`src/rtl/erw_pkg.sv`:
```
package erw_pkg;
  typedef enum logic {
    WR_BY_CS     = 1'b0,
    WR_BY_STROBE = 1'b1
  } wr_ctl_e;

  typedef struct packed {
    logic    valid;
    wr_ctl_e mode;
    logic    cs_hold_zero;
    logic    we_hold_zero;
  } last_wr_t;
endpackage

```
`src/rtl/erw_fb_sync.sv`:
```
module erw_fb_sync #(
  parameter int STAGES = 2
) (
  input  logic clk,
  input  logic rst_n,
  input  logic async_n,
  output logic sync_n
);
  logic [STAGES-1:0] chain_q;

  generate
    for (genvar i = 0; i < STAGES; i++) begin : g_stage
      logic d_in;
      if (i == 0) begin : g_first
        assign d_in = async_n;
      end else begin : g_next
        assign d_in = chain_q[i-1];
      end
      always_ff @(posedge clk or negedge rst_n) begin
        if (!rst_n) chain_q[i] <= 1'b1;
        else        chain_q[i] <= d_in;
      end
    end
  endgenerate

  assign sync_n = chain_q[STAGES-1];
endmodule

```
`src/rtl/erw_gap_decide.sv`:
```
module erw_gap_decide
  import erw_pkg::*;
#(
  parameter int CNT_W = 4
) (
  input  logic             clk,
  input  logic             rst_n,
  input  logic             req_valid,
  input  logic             req_write,
  input  logic             wr_mode,
  input  logic [CNT_W-1:0] wr_cs_hold,
  input  logic [CNT_W-1:0] wr_we_hold,
  input  logic [CNT_W-1:0] rd_cs_setup,
  input  logic             fb_sync_n,
  output logic             stall,
  output logic             accept,
  output wr_ctl_e          last_mode
);
  last_wr_t last_q, last_d;
  logic     rd_offer;
  logic     cs_case;
  logic     we_case;

  always_comb begin
    rd_offer = req_valid && !req_write;
    cs_case  = (last_q.mode == WR_BY_CS) && last_q.cs_hold_zero &&
               (rd_cs_setup == '0);
    we_case  = (last_q.mode == WR_BY_STROBE) && last_q.we_hold_zero &&
               !fb_sync_n;
    stall    = last_q.valid && rd_offer && (cs_case || we_case);
    accept   = req_valid && !stall;
  end

  always_comb begin
    last_d = last_q;
    if (accept) begin
      last_d.valid        = req_write;
      last_d.mode         = wr_ctl_e'(wr_mode);
      last_d.cs_hold_zero = (wr_cs_hold == '0);
      last_d.we_hold_zero = (wr_we_hold == '0);
    end else begin
      last_d.valid = 1'b0;
    end
  end

  always_ff @(posedge clk or negedge rst_n) begin
    if (!rst_n) begin
      last_q <= '{valid: 1'b0, mode: WR_BY_CS, cs_hold_zero: 1'b0, we_hold_zero: 1'b0};
    end else begin
      last_q <= last_d;
    end
  end

  assign last_mode = last_q.mode;
endmodule

```
`src/rtl/erw_pin_reg.sv`:
```
module erw_pin_reg
  import erw_pkg::*;
#(
  parameter int ADDR_W = 24,
  parameter int DATA_W = 32,
  parameter int BS_W   = 4
) (
  input  logic              clk,
  input  logic              rst_n,
  input  logic              accept,
  input  logic              stall,
  input  wr_ctl_e           last_mode,
  input  logic              req_write,
  input  logic [ADDR_W-1:0] req_addr,
  input  logic [DATA_W-1:0] req_data,
  input  logic [BS_W-1:0]   req_bsel,
  output logic [ADDR_W-1:0] mem_addr,
  output logic [DATA_W-1:0] mem_data,
  output logic [BS_W-1:0]   mem_bs_n,
  output logic              mem_cs_n,
  output logic              mem_we_n,
  output logic              mem_rd_n
);
  logic [ADDR_W-1:0] addr_d;
  logic [DATA_W-1:0] data_d;
  logic [BS_W-1:0]   bs_d;
  logic              cs_d, we_d, rd_d;
  logic              addr_en, data_en;

  always_comb begin
    addr_en = accept;
    data_en = accept && req_write;
    addr_d  = req_addr;
    data_d  = req_data;
    bs_d    = ~req_bsel;
    we_d    = 1'b1;
    rd_d    = 1'b1;
    cs_d    = 1'b1;
    if (accept) begin
      cs_d = 1'b0;
      we_d = !req_write;
      rd_d = req_write;
    end else if (stall) begin
      cs_d = (last_mode == WR_BY_STROBE) ? mem_cs_n : 1'b1;
    end
  end

  always_ff @(posedge clk or negedge rst_n) begin
    if (!rst_n) begin
      mem_addr <= '0;
      mem_bs_n <= '1;
    end else if (addr_en) begin
      mem_addr <= addr_d;
      mem_bs_n <= bs_d;
    end
  end

  always_ff @(posedge clk or negedge rst_n) begin
    if (!rst_n)       mem_data <= '0;
    else if (data_en) mem_data <= data_d;
  end

  always_ff @(posedge clk or negedge rst_n) begin
    if (!rst_n) begin
      mem_cs_n <= 1'b1;
      mem_we_n <= 1'b1;
      mem_rd_n <= 1'b1;
    end else begin
      mem_cs_n <= cs_d;
      mem_we_n <= we_d;
      mem_rd_n <= rd_d;
    end
  end
endmodule

```
`src/rtl/sm_early_read_gate.sv`:
```
module sm_early_read_gate
  import erw_pkg::*;
#(
  parameter int ADDR_W      = 24,
  parameter int DATA_W      = 32,
  parameter int BS_W        = 4,
  parameter int CNT_W       = 4,
  parameter int SYNC_STAGES = 2
) (
  input  logic              clk,
  input  logic              rst_n,
  input  logic              req_valid,
  input  logic              req_write,
  input  logic [ADDR_W-1:0] req_addr,
  input  logic [DATA_W-1:0] req_data,
  input  logic [BS_W-1:0]   req_bsel,
  input  logic              wr_mode,
  input  logic [CNT_W-1:0]  wr_cs_hold,
  input  logic [CNT_W-1:0]  wr_we_hold,
  input  logic [CNT_W-1:0]  rd_cs_setup,
  input  logic              we_fb_n,
  output logic              stall,
  output logic [ADDR_W-1:0] mem_addr,
  output logic [DATA_W-1:0] mem_data,
  output logic [BS_W-1:0]   mem_bs_n,
  output logic              mem_cs_n,
  output logic              mem_we_n,
  output logic              mem_rd_n
);
  logic    fb_sync_n;
  logic    accept;
  wr_ctl_e last_mode;

  erw_fb_sync #(.STAGES(SYNC_STAGES)) u_sync (
    .clk     (clk),
    .rst_n   (rst_n),
    .async_n (we_fb_n),
    .sync_n  (fb_sync_n)
  );

  erw_gap_decide #(.CNT_W(CNT_W)) u_decide (
    .clk         (clk),
    .rst_n       (rst_n),
    .req_valid   (req_valid),
    .req_write   (req_write),
    .wr_mode     (wr_mode),
    .wr_cs_hold  (wr_cs_hold),
    .wr_we_hold  (wr_we_hold),
    .rd_cs_setup (rd_cs_setup),
    .fb_sync_n   (fb_sync_n),
    .stall       (stall),
    .accept      (accept),
    .last_mode   (last_mode)
  );

  erw_pin_reg #(.ADDR_W(ADDR_W), .DATA_W(DATA_W), .BS_W(BS_W)) u_pins (
    .clk       (clk),
    .rst_n     (rst_n),
    .accept    (accept),
    .stall     (stall),
    .last_mode (last_mode),
    .req_write (req_write),
    .req_addr  (req_addr),
    .req_data  (req_data),
    .req_bsel  (req_bsel),
    .mem_addr  (mem_addr),
    .mem_data  (mem_data),
    .mem_bs_n  (mem_bs_n),
    .mem_cs_n  (mem_cs_n),
    .mem_we_n  (mem_we_n),
    .mem_rd_n  (mem_rd_n)
  );
endmodule

```
`config.mk`:
```
export PLATFORM = sky130hd
export DESIGN_NAME = sm_early_read_gate
export DESIGN_NICKNAME = d
export VERILOG_FILES = /design/src/rtl/erw_pkg.sv /design/src/rtl/erw_fb_sync.sv /design/src/rtl/erw_gap_decide.sv /design/src/rtl/erw_pin_reg.sv /design/src/rtl/sm_early_read_gate.sv
export SDC_FILE = /design/constraint.sdc
export NUM_CORES = 1
export LEC_CHECK = 0
export ABC_AREA = 1
export BUFFER_PORTS_ARGS = -buffer_cell sky130_fd_sc_hd__buf_4
export CAP_MARGIN = 20
export CORE_UTILIZATION = 45
export DETAILED_ROUTE_END_ITERATION = 10
export PLACE_DENSITY = 0.91
export SLEW_MARGIN = 20
export SYNTH_ARGS = -nofsm -noshare
export SYNTH_HDL_FRONTEND = slang
export SYNTH_SLANG_ARGS = --single-unit
```
`constraint.sdc`:
```
create_clock -name clk -period 1.32 [get_ports clk]
set_input_delay 0.132 -clock clk [delete_from_list [all_inputs] [get_ports clk]]
set_output_delay 0.132 -clock clk [all_outputs]
set_load 0.02 [all_outputs]
```
==> run summary <==
At the end of routability-driven placement, the weighted congestion stood at 0.756. The fraction of final layout cells sized beyond drive strength 1 came out at 40.7%. The wire length of the first global-routing pass is 12000 um.

In this run the vertical extent of the chip is 80.0 um. The detailed-router iteration count before antenna repair came out at 5. The TritonCTS clock tree is done. Summed over all instances, the cell type with the most area after synthesis is sky130_fd_sc_hd__dfrtp_1.

STA classifies the critical path endpoint as a flip-flop. The number of different library cells used by synthesis comes to 15. Synthesis produced a netlist with a net count of 380. In this run the tightest slew margin relative to its limit is 72.2%.

In the final routed layout, each cell accounts on average for 14.3 um. Sorting the synthesized cells by area gives the leading types as sky130_fd_sc_hd__dfrtp_1 (55%), sky130_fd_sc_hd__nand2_1 (22%), sky130_fd_sc_hd__dfstp_2 (8.6%), sky130_fd_sc_hd__nand3_1 (6.2%), sky130_fd_sc_hd__buf_4 (1.9%). The start point of the worst hold path is req_data[23]. The clock power share came out at 27.6%. The wire-length estimate of the detail-placed layout is 4730 um. The leakage power is 2.46 nW. The detail route stage leaves a number of antenna-violating nets equal to 0. In this run the critical register-to-register path is launched from u_sync.sync_n. The minimum setup slack in the final design came out at -111 ps. The power density over the cells is 1150 nW/um^2. The final setup skew is 10.2 ps. The remaining global-route overflow came out at 0. The top-area cell type share of the netlist area is 54.8%. Cell internal power was estimated by the tool at 3.59 mW.

The number of enable flip-flop cells after synthesis came out at 0. For this design, the sink count on the clock tree is 69. The arrival time of the worst setup path came out at 1630 ps. For this run, the register share of the synthesized area comes to 63.5%. The share of power burned in registers is 48.5%. The number of global-route vias before repair came to 2690. The worst hold path was traced through 3 stages. In the post-synthesis netlist, the cell with the most instances is sky130_fd_sc_hd__nand2_1.

The combinational fraction of design power is 23.9%. The final count of pins violating max slew came to 0. The slack of the worst reg-to-reg path is -110 ps. The number of synthesis warnings is 0. The net switching power figure is 1.51 mW. Along the worst path, the maximum fanout reaches 8. The DRC violation count after routing is 0.

The worst hold path class is primary input to flip-flop. STA classifies the critical path startpoint as a flip-flop. The area of the die is 6400 um^2. The final reports fail on setup timing.

The number of levels the H-tree was split into came out at 3. The required time at the worst-slack endpoint is 1520 ps. The mean number of vias per cell came out at 4.90. The path with the worst hold slack has its endpoint at u_pins.mem_data[23]. The initial antenna violation count came out at 0. The total count of hold-check failures in the final report was 0. Adding up every negative setup slack in the final design gives -1850 ps.

The worst supply voltage drop on vdd came out at 0.777 mV. Net switching is 29.6% of the power. The worst flop-to-flop path endpoint is u_pins.mem_addr[21].

The tree is rooted in a sky130_fd_sc_hd__clkbuf_8. The final period demand of the worst path came out at 1430 ps. Entering global routing, the biggest net connects 70 pins. From synthesis to final layout, the design area changed by 61.6%. The clock transition at the registers of the reported paths is 70 ps. The buffer depth of the longest clock path came out at 2. By startpoint and endpoint, the worst setup path is classified as flip-flop to flip-flop. The die is 80.0 um wide. The commonest cells after synthesis are sky130_fd_sc_hd__nand2_1 (161), sky130_fd_sc_hd__dfrtp_1 (60), sky130_fd_sc_hd__nand3_1 (34), sky130_fd_sc_hd__inv_1 (10), sky130_fd_sc_hd__dfstp_2 (9). Based on the critical path, the design can be clocked at up to 0.699 GHz. At the end of the flow, the number of nets in the layout was 555. Counting cells, the worst reg-to-reg path comes to 8. The most instantiated flip-flop cell in the synthesis netlist is sky130_fd_sc_hd__dfrtp_1. Setup repair after global routing could not meet its margin everywhere. The number of diodes is 0.

The count of buffers inserted at the top-level ports came out at 141. The synthesized area divided by synthesized cell count is 9.07 um^2. The cell area after synthesis came out at 2740 um^2. The post-synthesis register bit count came out at 69. The synthesized instance count came out at 302.

The completed layout was analyzed and its total power is 5.11 mW. The combined global-route utilization of all metal layers came out at 24.8%. The measured slew at the worst slew-check pin came out at 418 ps. The count of pins on the block boundary came out at 142. The number of violations of the max-capacitance limit came out at 0.

For this configuration, the core starts out at a cell density of 46.5%. The flow ran to the end, but the final reports show violations. The ratio of final minimum period to clock period is 108%. The DRC violation total after the first TritonRoute iteration is 153. The core box area came out at 5890 um^2. The routed design has 7960 um of wire. The overall via count from detail_route came out at 2731. Counting the fill cells in the layout gives 392. The final setup violation count came out at 33. The standard-cell row count is 28. The clock buffer count from CTS came out at 9. The clock reaches the later pin of the worst-skew pair after 320 ps. The fraction of registers with async set or reset after synthesis is 100%.
-- flip-flops by register name, summed over array words and instances, names as in the netlist --
name	count
u_pins.mem_data	32
u_pins.mem_addr	24
u_pins.mem_bs_n	4
u_decide.last_q	3
u_decide.last_mode	1
u_pins.mem_cs_n	1
u_pins.mem_rd_n	1
u_pins.mem_we_n	1
u_sync.g_stage.d_in	1
u_sync.sync_n	1
-- power groups by stage --
stage | clock [mW] | combinational [mW] | sequential (mW)
2_1_floorplan | 0 | 0.259 | 2.74
3_3_place_gp | 0 | 1.09 | 2.50
3_5_place_dp | 0 | 1.13 | 2.50
4_1_cts | 1.44 | 1.19 | 2.47
5_1_grt | 1.56 | 1.31 | 2.50
6_report | 1.41 | 1.22 | 2.48
-- how the worst max path moves through the flow --
stage / from / endpoint / slack (ps)
5_1_grt: u_decide.last_mode / stall / -190
3_5_place_dp: u_sync.sync_n / u_pins.mem_addr[9] / -40
6_report: u_sync.sync_n / u_pins.mem_addr[21] / -110
2_1_floorplan: u_sync.sync_n / u_pins.mem_addr[0] / 140
3_3_place_gp: u_sync.sync_n / u_pins.mem_addr[20] / 20
4_1_cts: u_sync.sync_n / stall / -90
-- layout make-up --
cell class | instances | area (um^2) | share of cell area [%]
clock inverter | 3 | 15.0 | 0.339
sequential | 69 | 1740 | 39.3
multi-input combinational | 210 | 970 | 21.9
clock buffer | 13 | 139 | 3.14
timing repair buffer | 177 | 1430 | 32.4
tap | 75 | 93.8 | 2.12
inverter | 10 | 37.5 | 0.848
-- routing by layer --
| metal | vias up | global-route usage (%) | wire (um) |
|---|---|---|---|
| li1 | 1280 | - | - |
| met4 | 0 | 10.7 | 119 |
| met5 | - | 0 | 0 |
| met2 | 121 | 45.1 | 4420 |
| met3 | 10 | 5.26 | 508 |
| met1 | 1320 | 27.7 | 2900 |
-- placed cells by master (no fill, tap or decap) --
master                          count
sky130_fd_sc_hd__clkbuf_8           9
sky130_fd_sc_hd__inv_1              9
sky130_fd_sc_hd__inv_2              1
sky130_fd_sc_hd__buf_4            148
sky130_fd_sc_hd__nand2_2           12
sky130_fd_sc_hd__nand3_1           32
sky130_fd_sc_hd__dfrtp_1           60
sky130_fd_sc_hd__buf_8              2
sky130_fd_sc_hd__dlygate4sd3_1     24
sky130_fd_sc_hd__nand3_2            2
sky130_fd_sc_hd__nand3b_1           1
sky130_fd_sc_hd__buf_12             2
sky130_fd_sc_hd__nand2_4            2
sky130_fd_sc_hd__buf_6              1
sky130_fd_sc_hd__and3_4             1
sky130_fd_sc_hd__clkinv_2           3
sky130_fd_sc_hd__nand2_8            4
sky130_fd_sc_hd__nor3b_1            2
sky130_fd_sc_hd__nand2_1          148
sky130_fd_sc_hd__clkbuf_1           4
sky130_fd_sc_hd__nor2_1             6
sky130_fd_sc_hd__dfstp_2            9
-- worst max-delay path, cell delays in order, from the launching register on --
cell and delay (ps):
sky130_fd_sc_hd__dfstp_2 510, sky130_fd_sc_hd__nand3b_1 110, sky130_fd_sc_hd__nand2_2 80, sky130_fd_sc_hd__nand2_4 80, sky130_fd_sc_hd__buf_4 130, sky130_fd_sc_hd__buf_12 150
sky130_fd_sc_hd__nand2_8 90, sky130_fd_sc_hd__nand2_1 100, sky130_fd_sc_hd__nand2_1 70
-- through the flow --
step	cell area [um^2]	hold slack (ps)	setup WS, ps	cells	util, %
after floorplan	2740	-164	144	302	-
after global placement	3850	157	22.6	509	65.3
after detailed placement	3850	168	-44.7	509	65.3
after CTS	4310	0.270	-88.8	553	73.3
after global routing	4430	1.19	-194	557	75.2
final	4430	17.6	-111	557	75.2
-- timing repair --
item / in CTS / in global routing
gates resized for setup: 9 / 20
pin swaps: 3 / 4
cloned: 1 / 2
endpoints found under the setup margin: 33 / 33
buffers inserted: 3 / 3
hold buffers: 24 / 0
endpoints found under the hold margin: 83 / 0
-- logic make-up after synthesis --
kind of cell  share of synthesized area, %
simple gates                          31.2
buf+inv                               5.39
flops                                 63.5
Power figures use the tool's default switching activity.
